--- config.mk ---
export PLATFORM = sky130hd
export DESIGN_NAME = irq_ctrl
export DESIGN_NICKNAME = d
export VERILOG_FILES = /design/src/rtl/irq_pkg.sv /design/src/rtl/irq_latch.sv /design/src/rtl/irq_prio.sv /design/src/rtl/irq_trapflag.sv /design/src/rtl/irq_ctrl.sv
export SDC_FILE = /design/constraint.sdc
export NUM_CORES = 1
export LEC_CHECK = 0
export ABC_AREA = 1
export ABC_CLOCK_PERIOD_IN_PS = 2300
export CAP_MARGIN = 30
export CORE_UTILIZATION = 46
export CTS_CLUSTER_SIZE = 12
export DETAILED_ROUTE_END_ITERATION = 10
export GPL_TIMING_DRIVEN = 0
export PLACE_DENSITY = 0.84
export SETUP_SLACK_MARGIN = 0.02
export SLEW_MARGIN = 20
export SYNTH_ARGS = -nofsm -noshare
export SYNTH_HDL_FRONTEND = slang
export SYNTH_SLANG_ARGS = --single-unit
export TNS_END_PERCENT = 5
--- constraint.sdc ---
create_clock -name clk -period 2.3 [get_ports clk]
set_input_delay 0.46 -clock clk [delete_from_list [all_inputs] [get_ports clk]]
set_output_delay 0.46 -clock clk [all_outputs]
set_load 0.05 [all_outputs]
--- src/rtl/irq_pkg.sv ---
package irq_pkg;
    localparam int ID_TRAP = 0;
    localparam int ID_NMI  = 1;
    localparam int ID_EXT0 = 2;
    localparam logic [15:0] ADDR_TRAP = 16'h0000;
    localparam logic [15:0] ADDR_NMI  = 16'h0066;
    localparam logic [15:0] ADDR_EXT0 = 16'h0038;
endpackage

--- src/rtl/irq_latch.sv ---
module irq_latch #(
    parameter int N_EXT = 3,
    parameter int N_PER = 7,
    localparam int NSRC = 2 + N_EXT + N_PER
) (
    input  logic             clk,
    input  logic             rst_n,
    input  logic             trap_i,
    input  logic             nmi_i,
    input  logic [N_EXT-1:0] ext_i,
    input  logic [N_PER-1:0] per_i,
    input  logic             gie_i,
    input  logic [N_EXT-1:0] ext_en_i,
    input  logic [N_PER-1:0] per_en_i,
    input  logic             clr_trap_i,
    input  logic             clr_nmi_i,
    output logic [NSRC-1:0]  req_o
);
    typedef struct packed {
        logic             trap_pend;
        logic             nmi_pend;
        logic             nmi_prev;
        logic [N_EXT-1:0] ext_lvl;
        logic [N_PER-1:0] per_lvl;
    } lat_t;

    lat_t st_d, st_q;

    always_comb begin
        st_d           = st_q;
        st_d.trap_pend = (st_q.trap_pend & ~clr_trap_i) | trap_i;
        st_d.nmi_pend  = (st_q.nmi_pend & ~clr_nmi_i) | (nmi_i & ~st_q.nmi_prev);
        st_d.nmi_prev  = nmi_i;
        st_d.ext_lvl   = ext_i;
        st_d.per_lvl   = per_i;
    end

    always_ff @(posedge clk or negedge rst_n) begin
        if (!rst_n) st_q <= '0;
        else        st_q <= st_d;
    end

    always_comb begin
        req_o[0] = st_q.trap_pend;
        req_o[1] = st_q.nmi_pend;
        req_o[2 +: N_EXT]     = st_q.ext_lvl & ext_en_i & {N_EXT{gie_i}};
        req_o[2+N_EXT +: N_PER] = st_q.per_lvl & per_en_i & {N_PER{gie_i}};
    end

    // a level that was already high cannot raise a new request
    a_r4_edge_only: assert property (@(posedge clk) disable iff (!rst_n)
        (!st_q.nmi_pend && st_q.nmi_prev) |=> !st_q.nmi_pend);
    // a pending request survives until cleared
    a_r4_nmi_held: assert property (@(posedge clk) disable iff (!rst_n)
        (st_q.nmi_pend && !clr_nmi_i) |=> st_q.nmi_pend);
    // trap pending survives until cleared
    a_r2_trap_held: assert property (@(posedge clk) disable iff (!rst_n)
        (st_q.trap_pend && !clr_trap_i) |=> st_q.trap_pend);
endmodule

--- src/rtl/irq_prio.sv ---
module irq_prio #(
    parameter int N = 12,
    localparam int ID_W = $clog2(N)
) (
    input  logic [N-1:0]    req_i,
    output logic            any_o,
    output logic [ID_W-1:0] win_o
);
    always_comb begin
        win_o = '0;
        for (int i = N - 1; i >= 0; i--) begin
            if (req_i[i]) win_o = ID_W'(i);
        end
        any_o = |req_i;
    end
endmodule

--- src/rtl/irq_trapflag.sv ---
module irq_trapflag (
    input  logic clk,
    input  logic rst_n,
    input  logic set_i,
    input  logic clr_i,
    output logic flag_o
);
    logic flag_d, flag_q;

    always_comb begin
        flag_d = flag_q;
        if (clr_i) flag_d = 1'b0;
        if (set_i) flag_d = 1'b1;
    end

    always_ff @(posedge clk or negedge rst_n) begin
        if (!rst_n) flag_q <= 1'b0;
        else        flag_q <= flag_d;
    end

    assign flag_o = flag_q;

    // clear strobe without a set leaves the flag low
    a_r3_clear_wins_alone: assert property (@(posedge clk) disable iff (!rst_n)
        (clr_i && !set_i) |=> !flag_o);
    // flag holds without a clear strobe
    a_r3_flag_sticky: assert property (@(posedge clk) disable iff (!rst_n)
        (flag_o && !clr_i) |=> flag_o);
endmodule

--- src/rtl/irq_ctrl.sv ---
module irq_ctrl #(
    parameter int          N_EXT    = 3,
    parameter int          N_PER    = 7,
    parameter logic [15:0] TBL_BASE = 16'h0100,
    localparam int NSRC = 2 + N_EXT + N_PER,
    localparam int ID_W = $clog2(NSRC)
) (
    input  logic             clk,
    input  logic             rst_n,
    input  logic             trap_req_i,
    input  logic             nmi_i,
    input  logic [N_EXT-1:0] ext_irq_i,
    input  logic [N_PER-1:0] per_irq_i,
    input  logic             gie_i,
    input  logic [N_EXT-1:0] ext_en_i,
    input  logic [N_PER-1:0] per_en_i,
    input  logic             take_i,
    input  logic             trap_flag_clr_i,
    output logic             req_o,
    output logic             ack_o,
    output logic [ID_W-1:0]  ack_id_o,
    output logic [15:0]      ack_addr_o,
    output logic             trap_flag_o
);
    import irq_pkg::*;

    typedef struct packed {
        logic            ack;
        logic [ID_W-1:0] id;
        logic [15:0]     addr;
    } ack_t;

    ack_t            ack_d, ack_q;
    logic [NSRC-1:0] req_vec;
    logic            any_req;
    logic [ID_W-1:0] win;
    logic            grant;
    logic            clr_trap, clr_nmi;

    irq_latch #(.N_EXT(N_EXT), .N_PER(N_PER)) u_latch (
        .clk        (clk),
        .rst_n      (rst_n),
        .trap_i     (trap_req_i),
        .nmi_i      (nmi_i),
        .ext_i      (ext_irq_i),
        .per_i      (per_irq_i),
        .gie_i      (gie_i),
        .ext_en_i   (ext_en_i),
        .per_en_i   (per_en_i),
        .clr_trap_i (clr_trap),
        .clr_nmi_i  (clr_nmi),
        .req_o      (req_vec)
    );

    irq_prio #(.N(NSRC)) u_prio (
        .req_i (req_vec),
        .any_o (any_req),
        .win_o (win)
    );

    irq_trapflag u_flag (
        .clk    (clk),
        .rst_n  (rst_n),
        .set_i  (clr_trap),
        .clr_i  (trap_flag_clr_i),
        .flag_o (trap_flag_o)
    );

    function automatic logic [15:0] entry_addr(input logic [ID_W-1:0] id);
        if (int'(id) == ID_TRAP)      return ADDR_TRAP;
        else if (int'(id) == ID_NMI)  return ADDR_NMI;
        else if (int'(id) == ID_EXT0) return ADDR_EXT0;
        else return TBL_BASE + 16'((int'(id) - 3) * 2);
    endfunction

    always_comb begin
        grant    = take_i & any_req;
        clr_trap = grant && (int'(win) == ID_TRAP);
        clr_nmi  = grant && (int'(win) == ID_NMI);
        ack_d      = ack_q;
        ack_d.ack  = grant;
        if (grant) begin
            ack_d.id   = win;
            ack_d.addr = entry_addr(win);
        end
    end

    always_ff @(posedge clk or negedge rst_n) begin
        if (!rst_n) ack_q <= '0;
        else        ack_q <= ack_d;
    end

    assign req_o      = any_req;
    assign ack_o      = ack_q.ack;
    assign ack_id_o   = ack_q.id;
    assign ack_addr_o = ack_q.addr;

    // no acknowledge without a preceding take while requesting
    a_r7_ack_needs_take: assert property (@(posedge clk) disable iff (!rst_n)
        ack_o |-> ($past(take_i) && $past(req_o)));
    // a take with a request always yields an acknowledge
    a_r7_take_gives_ack: assert property (@(posedge clk) disable iff (!rst_n)
        (take_i && req_o) |=> ack_o);
    // trap acknowledge jumps to zero
    a_r2_trap_addr_zero: assert property (@(posedge clk) disable iff (!rst_n)
        (ack_o && ack_id_o == '0) |-> (ack_addr_o == 16'h0000));
    // trap acknowledge is accompanied by the flag
    a_r3_flag_on_trap_ack: assert property (@(posedge clk) disable iff (!rst_n)
        (ack_o && ack_id_o == '0) |-> trap_flag_o);
    // non-maskable entry address
    a_r8_nmi_addr: assert property (@(posedge clk) disable iff (!rst_n)
        (ack_o && int'(ack_id_o) == 1) |-> (ack_addr_o == 16'h0066));
endmodule

==> out/results.ini, run 1 <==
[outcome]
status=completed

[synth]
synth_xor_area_share_pct=0
ys_seq_elements=27
synth-compound-area-share_pct=5.45
synth_fa_ha_area_share_pct=0
yosysUniqueCellTypes=22
yosys-mux-area-fraction_pct=0
syn_inst=140
synth_top_family_by_area=simple AND/OR/NAND/NOR gates
synth.avg_cell_area_um2=9.02
seq_area_frac_synth_pct=53.5
synth_warnings=0
synthSimpleGateAreaFrac_pct=30.8
syn_area_mm2=0.00126

[timing]
finalCritPeriodShare_pct=95.0
max_slew_margin_pct=66.0
hold_violations=0
grt_setup_unrepaired=false
fin_ws_ps=115
slew_violations=0
skew_ps=16.5
fmaxAchievable_mhz=458
tightest_slew_ps=508
setup_viol=0
period_needed_ps=2180

[worst_setup_path]
crit_path_end_kind=primary output
slowest_stage=clkdlybuf4s50_1
critPathTopFamily=buffers and inverters
cp.arrival_ps=1720
slowest_delay_ps=450
path_cells=clkdlybuf4s50_1, nand3_4, nand2_1, nor3_2, nand3_2, buf_2
startpoint_type=primary input
worstPathRequired_ps=1840
worst-path-buf-inv=2
critPathMaxFanout=3
critPathKind=in2out

[power_and_ir_drop]
clkPwrFrac_pct=18.4
p_comb_share_pct=32.7
p_leak_nw=0.870
power.density_mw_per_mm2=622
p_switching_uw=385
p_int_uw=713
switching_share_pct=35.1
fin_total_pwr_mw=1.10
power_frac_seq_pct=49.0
vdd_drop_max_mv=0.547

[grt]
grt_pass1_vias=919
grt_pass1_wl_mm=3.66
grt_max_degree=18
gr-usage-all-layers_pct=17.7
grt.overflow.total=0
antenna_found_initial=0

[worst_hold_path]
hold_class=reg2reg

[placement]
portBuffers=40
hpwl_mm=1.95
pre_cts_ws_ps=-356
routabilityCongestion=0.786

[final_layout]
fillers=202
nNetsFinal=220
mostFrequentLayoutCells=nand2_1 (45), clkdlybuf4s50_1 (39), dfrtp_1 (27), nand3_1 (10), inv_1 (10)
drive_above_1_share_pct=18.8
num_antenna_cells=0
utilization_pct=69.3
final_common_cell=nand2_1
syn2layout_area_growth_pct=39.7

[routing]
wire_per_inst_um=10.7
drc=0
first_pass_iters=4
ant_nets=0
dr_wl_met2_mm=1.21
met3_wirelength_um=90
vias=1027
top_layer=met4
met1Wirelength_mm=1.01
avgViaCountPerCell=4.63
wirelength_mm=2.37
first_iter_violations=13

[clock_network]
clk_transition_reported_paths_ps=150
cts_tree=built
htree_levels=1
cts_num_sinks=27
clk_latency_ps=330
clock_path_buffers=2
numCtsBuffers=3
cts-root-buf=clkbuf_4

[floorplanning]
die_x_um=54.4
dieArea_mm2=0.00296
ios=50
core_area_mm2=0.00254
num_rows=18
start_util_pct=49.6
die_h_um=54.4

[job]
timing.max_cap.violations=0

synth_stat cells:
cell type | number | share of area [%]
nand2_1 | 45 | 13
dfrtp_1 | 27 | 54
inv_1 | 10 | 3.0
nand3_1 | 10 | 4.0
nor2_1 | 9 | 2.7
buf_4 | 8 | 4.8
nand3_2 | 5 | 4.0
o21ai_1 | 4 | 1.6
inv_2 | 3 | 0.89
nand2_2 | 3 | 1.5
nor2_2 | 3 | 1.5
nor3_2 | 2 | 1.6
o21ai_0 | 2 | 0.79
a21oi_4 | 1 | 1.3
buf_2 | 1 | 0.40
buf_6 | 1 | 0.89
conb_1 | 1 | 0.30
nand2_4 | 1 | 0.89
nand3_4 | 1 | 1.4
o21ai_2 | 1 | 0.69
o21bai_1 | 1 | 0.59
o22ai_1 | 1 | 0.50
power groups by stage:
stage / clock network (mW) / registers, mW / logic, mW
final: 0.202 / 0.538 / 0.359
after global routing: 0.223 / 0.542 / 0.384
after CTS: 0.210 / 0.538 / 0.361
after detailed placement: 0 / 0.547 / 0.360
after global placement: 0 / 0.544 / 0.352
after floorplan: 0 / 0.640 / 0.135
cell families (layout without fill, tap and decap cells):
group           count (synthesis)  in the layout
buf+inv                        23             68
flops                          27             27
simple gates                   79             79
compound gates                 10             10
other cells                     1              8
metal layers:
layer,GRT usage [%],vias up
met1,19.9,460
met4,11.1,0
met5,0,-
li1,-,526
met2,31.9,34
met3,1.67,7
worst register-to-register path, cell delays in order, from the launching register on:
cell and delay, ps:
dfrtp_1 420, nand3_4 100, nand2_1 80, nor3_2 220, o21ai_1 160, inv_2 100
nor2_2 50, inv_2 80, nor2_1 60, nor2_2 100, nand2_1 60, o21ai_1 110
flip-flops by register name (all words and copies together) (netlist names):
signal         flops
u_latch.req_o      2
u_latch.st_q      11
ack_id_o           4
u_flag.flag_o      1
ack_addr_o         8
ack_o              1
path summary, 6_finish.rpt:
kind	start	endpoint	slack, ps	depth (start not counted)
setup / recovery	ext_en_i[0]	req_o	120	6
hold / removal	u_latch.st_q[10]	u_latch.req_o[1]	410	1
max in group asynchronous	rst_n	u_latch.st_q[7]	1360	2
setup reg to reg	u_latch.st_q[7]	ack_addr_o[3]	710	11
min in group asynchronous	rst_n	ack_id_o[3]	440	1
hold reg to reg	u_latch.st_q[10]	u_latch.req_o[1]	410	1
repair_timing:
action / CTS / global route
hold endpoints to repair: 0 / 0
buffers inserted: 0 / 0
resized for setup: 5 / 0
hold buffers: 0 / 0
endpoints found under the setup margin: 1 / 0
layout make-up:
type	instances	area, um2	share of cell area (%)
buffer	10	76.3	4.33
sequential	27	676	38.3
clock inverter	1	5.00	0.284
inverter	13	48.8	2.77
multi-input combinational	97	488	27.7
clock buffer	3	22.5	1.28
timing repair buffer	41	410	23.3
tap	30	37.5	2.13
metrics by stage:
step	setup TNS (ps)	instance area, um2	std cells	hold slack (ps)
floorplan	0	1290	147	164
global placement	-315	1730	217	396
detailed placement	-356	1740	218	400
CTS	0	1760	222	420
global route	0	1760	222	423
finish	0	1760	222	415
Note: power is estimated with default switching activity, not from simulation.
==> run 2, diff against run 1 <==
--- a/config.mk
+++ b/config.mk
@@ -8,11 +8,10 @@
 export ABC_AREA = 1
 export ABC_CLOCK_PERIOD_IN_PS = 2300
 export CAP_MARGIN = 30
-export CORE_UTILIZATION = 46
-export CTS_CLUSTER_SIZE = 12
+export CORE_UTILIZATION = 40
 export DETAILED_ROUTE_END_ITERATION = 10
 export GPL_TIMING_DRIVEN = 0
-export PLACE_DENSITY = 0.84
+export PLACE_DENSITY = 0.75
 export SETUP_SLACK_MARGIN = 0.02
 export SLEW_MARGIN = 20
 export SYNTH_ARGS = -nofsm -noshare
==> out/results.ini, run 2 (synthesis results as in run 1) <==
[timing]
grt_setup_unrepaired=false  ; unchanged
tightest_slew_ps=590  ; was 508 ps
slew_violations=0  ; unchanged
finalCritPeriodShare_pct=92.0  ; was 95.0%
whs_ps=425  ; was 415 ps
hold_violations=0  ; unchanged
skew_ps=3.44  ; was 16.5 ps
fin_ws_ps=184  ; was 115 ps
period_needed_ps=2120  ; was 2180 ps
fmaxAchievable_mhz=473  ; was 458 MHz
setup_viol=0  ; unchanged
max_slew_margin_pct=60.5  ; was 66.0%
fin_setup_tns_ps=0  ; unchanged

[routing]
first_iter_violations=19  ; was 13
drc=0  ; unchanged
avgViaCountPerCell=4.33  ; was 4.63
wirelength_mm=2.40  ; was 2.37 mm
wire_per_inst_um=10.2  ; was 10.7 um
vias=1023  ; was 1027
ant_nets=0  ; unchanged
first_pass_iters=4  ; unchanged

[clock_network]
clk_latency_ps=320  ; was 330 ps
numCtsBuffers=3  ; unchanged
cts-root-buf=clkbuf_4  ; unchanged
clk_transition_reported_paths_ps=140  ; was 150 ps
clock_path_buffers=2  ; unchanged
htree_levels=1  ; unchanged
cts_tree=built  ; unchanged
cts_num_sinks=27  ; unchanged

[power_and_ir_drop]
p_leak_nw=0.867  ; was 0.870 nW
fin_total_pwr_mw=1.10  ; about the same
p_switching_uw=383  ; was 385 uW
clkPwrFrac_pct=18.5  ; was 18.4%
p_int_uw=715  ; was 713 uW
vdd_drop_max_mv=0.328  ; was 0.547 mV
p_comb_share_pct=32.6  ; was 32.7%
power.density_mw_per_mm2=617  ; was 622 mW/mm2
switching_share_pct=34.9  ; was 35.1%
power_frac_seq_pct=48.9  ; was 49.0%

[grt]
antenna_found_initial=0  ; unchanged
grt_max_degree=16  ; was 18
grt.overflow.total=0  ; unchanged
grt_pass1_wl_mm=4.17  ; was 3.66 mm
grt_pass1_vias=1034  ; was 919
gr-usage-all-layers_pct=16.1  ; was 17.7%

[worst_setup_path]
cp.arrival_ps=1660  ; was 1720 ps
slowest_delay_ps=440  ; was 450 ps
critPathTopFamily=buffers and inverters  ; unchanged
worst-path-buf-inv=2  ; unchanged
crit_path_end_kind=primary output  ; unchanged
critPathMaxFanout=3  ; unchanged
path_cells=clkdlybuf4s50_1, nand3_4, nand2_1, nor3_2, nand3_2, buf_2  ; unchanged
ff2ff_setup_slack_ps=710  ; about the same
critPathKind=in2out  ; unchanged
slowest_stage=clkdlybuf4s50_1  ; unchanged
worstPathRequired_ps=1840  ; about the same
startpoint_type=primary input  ; unchanged

[final_layout]
syn2layout_area_growth_pct=41.0  ; was 39.7%
nNetsFinal=220  ; unchanged
fin_cells=236  ; was 222
mostFrequentLayoutCells=nand2_1 (45), clkdlybuf4s50_1 (39), dfrtp_1 (27), nand3_1 (10), inv_1 (10)  ; unchanged
num_antenna_cells=0  ; unchanged
top_register=u_latch.st_q  ; unchanged
final_common_cell=nand2_1  ; unchanged
utilization_pct=58.8  ; was 69.3%
finalInstanceArea_mm2=0.00178  ; was 0.00176 mm2
largest_reg_flops=11  ; unchanged
drive_above_1_share_pct=18.2  ; was 18.8%

[floorplanning]
die_x_um=58.2  ; was 54.4 um
core_area_mm2=0.00303  ; was 0.00254 mm2
start_util_pct=41.7  ; was 49.6%
ios=50  ; unchanged
dieArea_mm2=0.00338  ; was 0.00296 mm2
die_h_um=58.2  ; was 54.4 um
num_rows=20  ; was 18

[outcome]
status=completed  ; unchanged

[placement]
pre_cts_ws_ps=-331  ; was -356 ps
portBuffers=40  ; unchanged
placed_area_mm2=0.00176  ; was 0.00174 mm2
numPlacedInstances=232  ; was 218
hpwl_mm=2.00  ; was 1.95 mm
routabilityCongestion=0.748  ; was 0.786

[job]
timing.max_cap.violations=0  ; unchanged

[worst_hold_path]
hold_class=reg2reg  ; unchanged

## run 2: path summary, 6_finish.rpt
| check | startpoint | endpoint | depth (start not counted) |
|---|---|---|---|
| worst max register to register | u_latch.st_q[2] | u_latch.req_o[1] | 10 |
| worst max-delay path | ext_en_i[0] | req_o | 6 |
| max in group asynchronous | rst_n | u_flag.flag_o | 2 |
| min in group asynchronous | rst_n | u_latch.st_q[0] | 1 |
| worst min-delay path | u_latch.st_q[10] | u_latch.req_o[1] | 1 |
| worst min register to register | u_latch.st_q[10] | u_latch.req_o[1] | 1 |
## run 2: area by class of cell
| class | instances | area [um2] |
|---|---|---|
| fill | 285 | 1250 |
| inverter | 13 | 48.8 |
| tap | 44 | 55.1 |
| multi-input combinational | 97 | 488 |
| clock buffer | 4 | 26.3 |
| sequential | 27 | 676 |
| timing repair buffer | 41 | 410 |
| buffer | 10 | 76.3 |
## run 2: power by group through the flow
stage	Combinational (mW)	Clock (mW)	Sequential [mW]
floorplan	0.135	0	0.640
global placement	0.352	0	0.545
detailed placement	0.360	0	0.547
CTS	0.362	0.215	0.538
global route	0.384	0.228	0.544
finish	0.359	0.203	0.537
## run 2: routing by layer
layer | track usage, % | vias to the layer above | routed length, um
met1 | 18.6 | 470 | 1010
met3 | 2.01 | 5 | 78
met5 | 0 | - | 0
met2 | 29.7 | 23 | 1270
li1 | - | 525 | -
met4 | 7.14 | 0 | 40
## run 2: timing repair
action	4_1_cts	5_1_grt
resized for setup	3	2
endpoints found under the setup margin	1	1
setup buffers	0	0
cloned	0	0
hold buffers	0	0
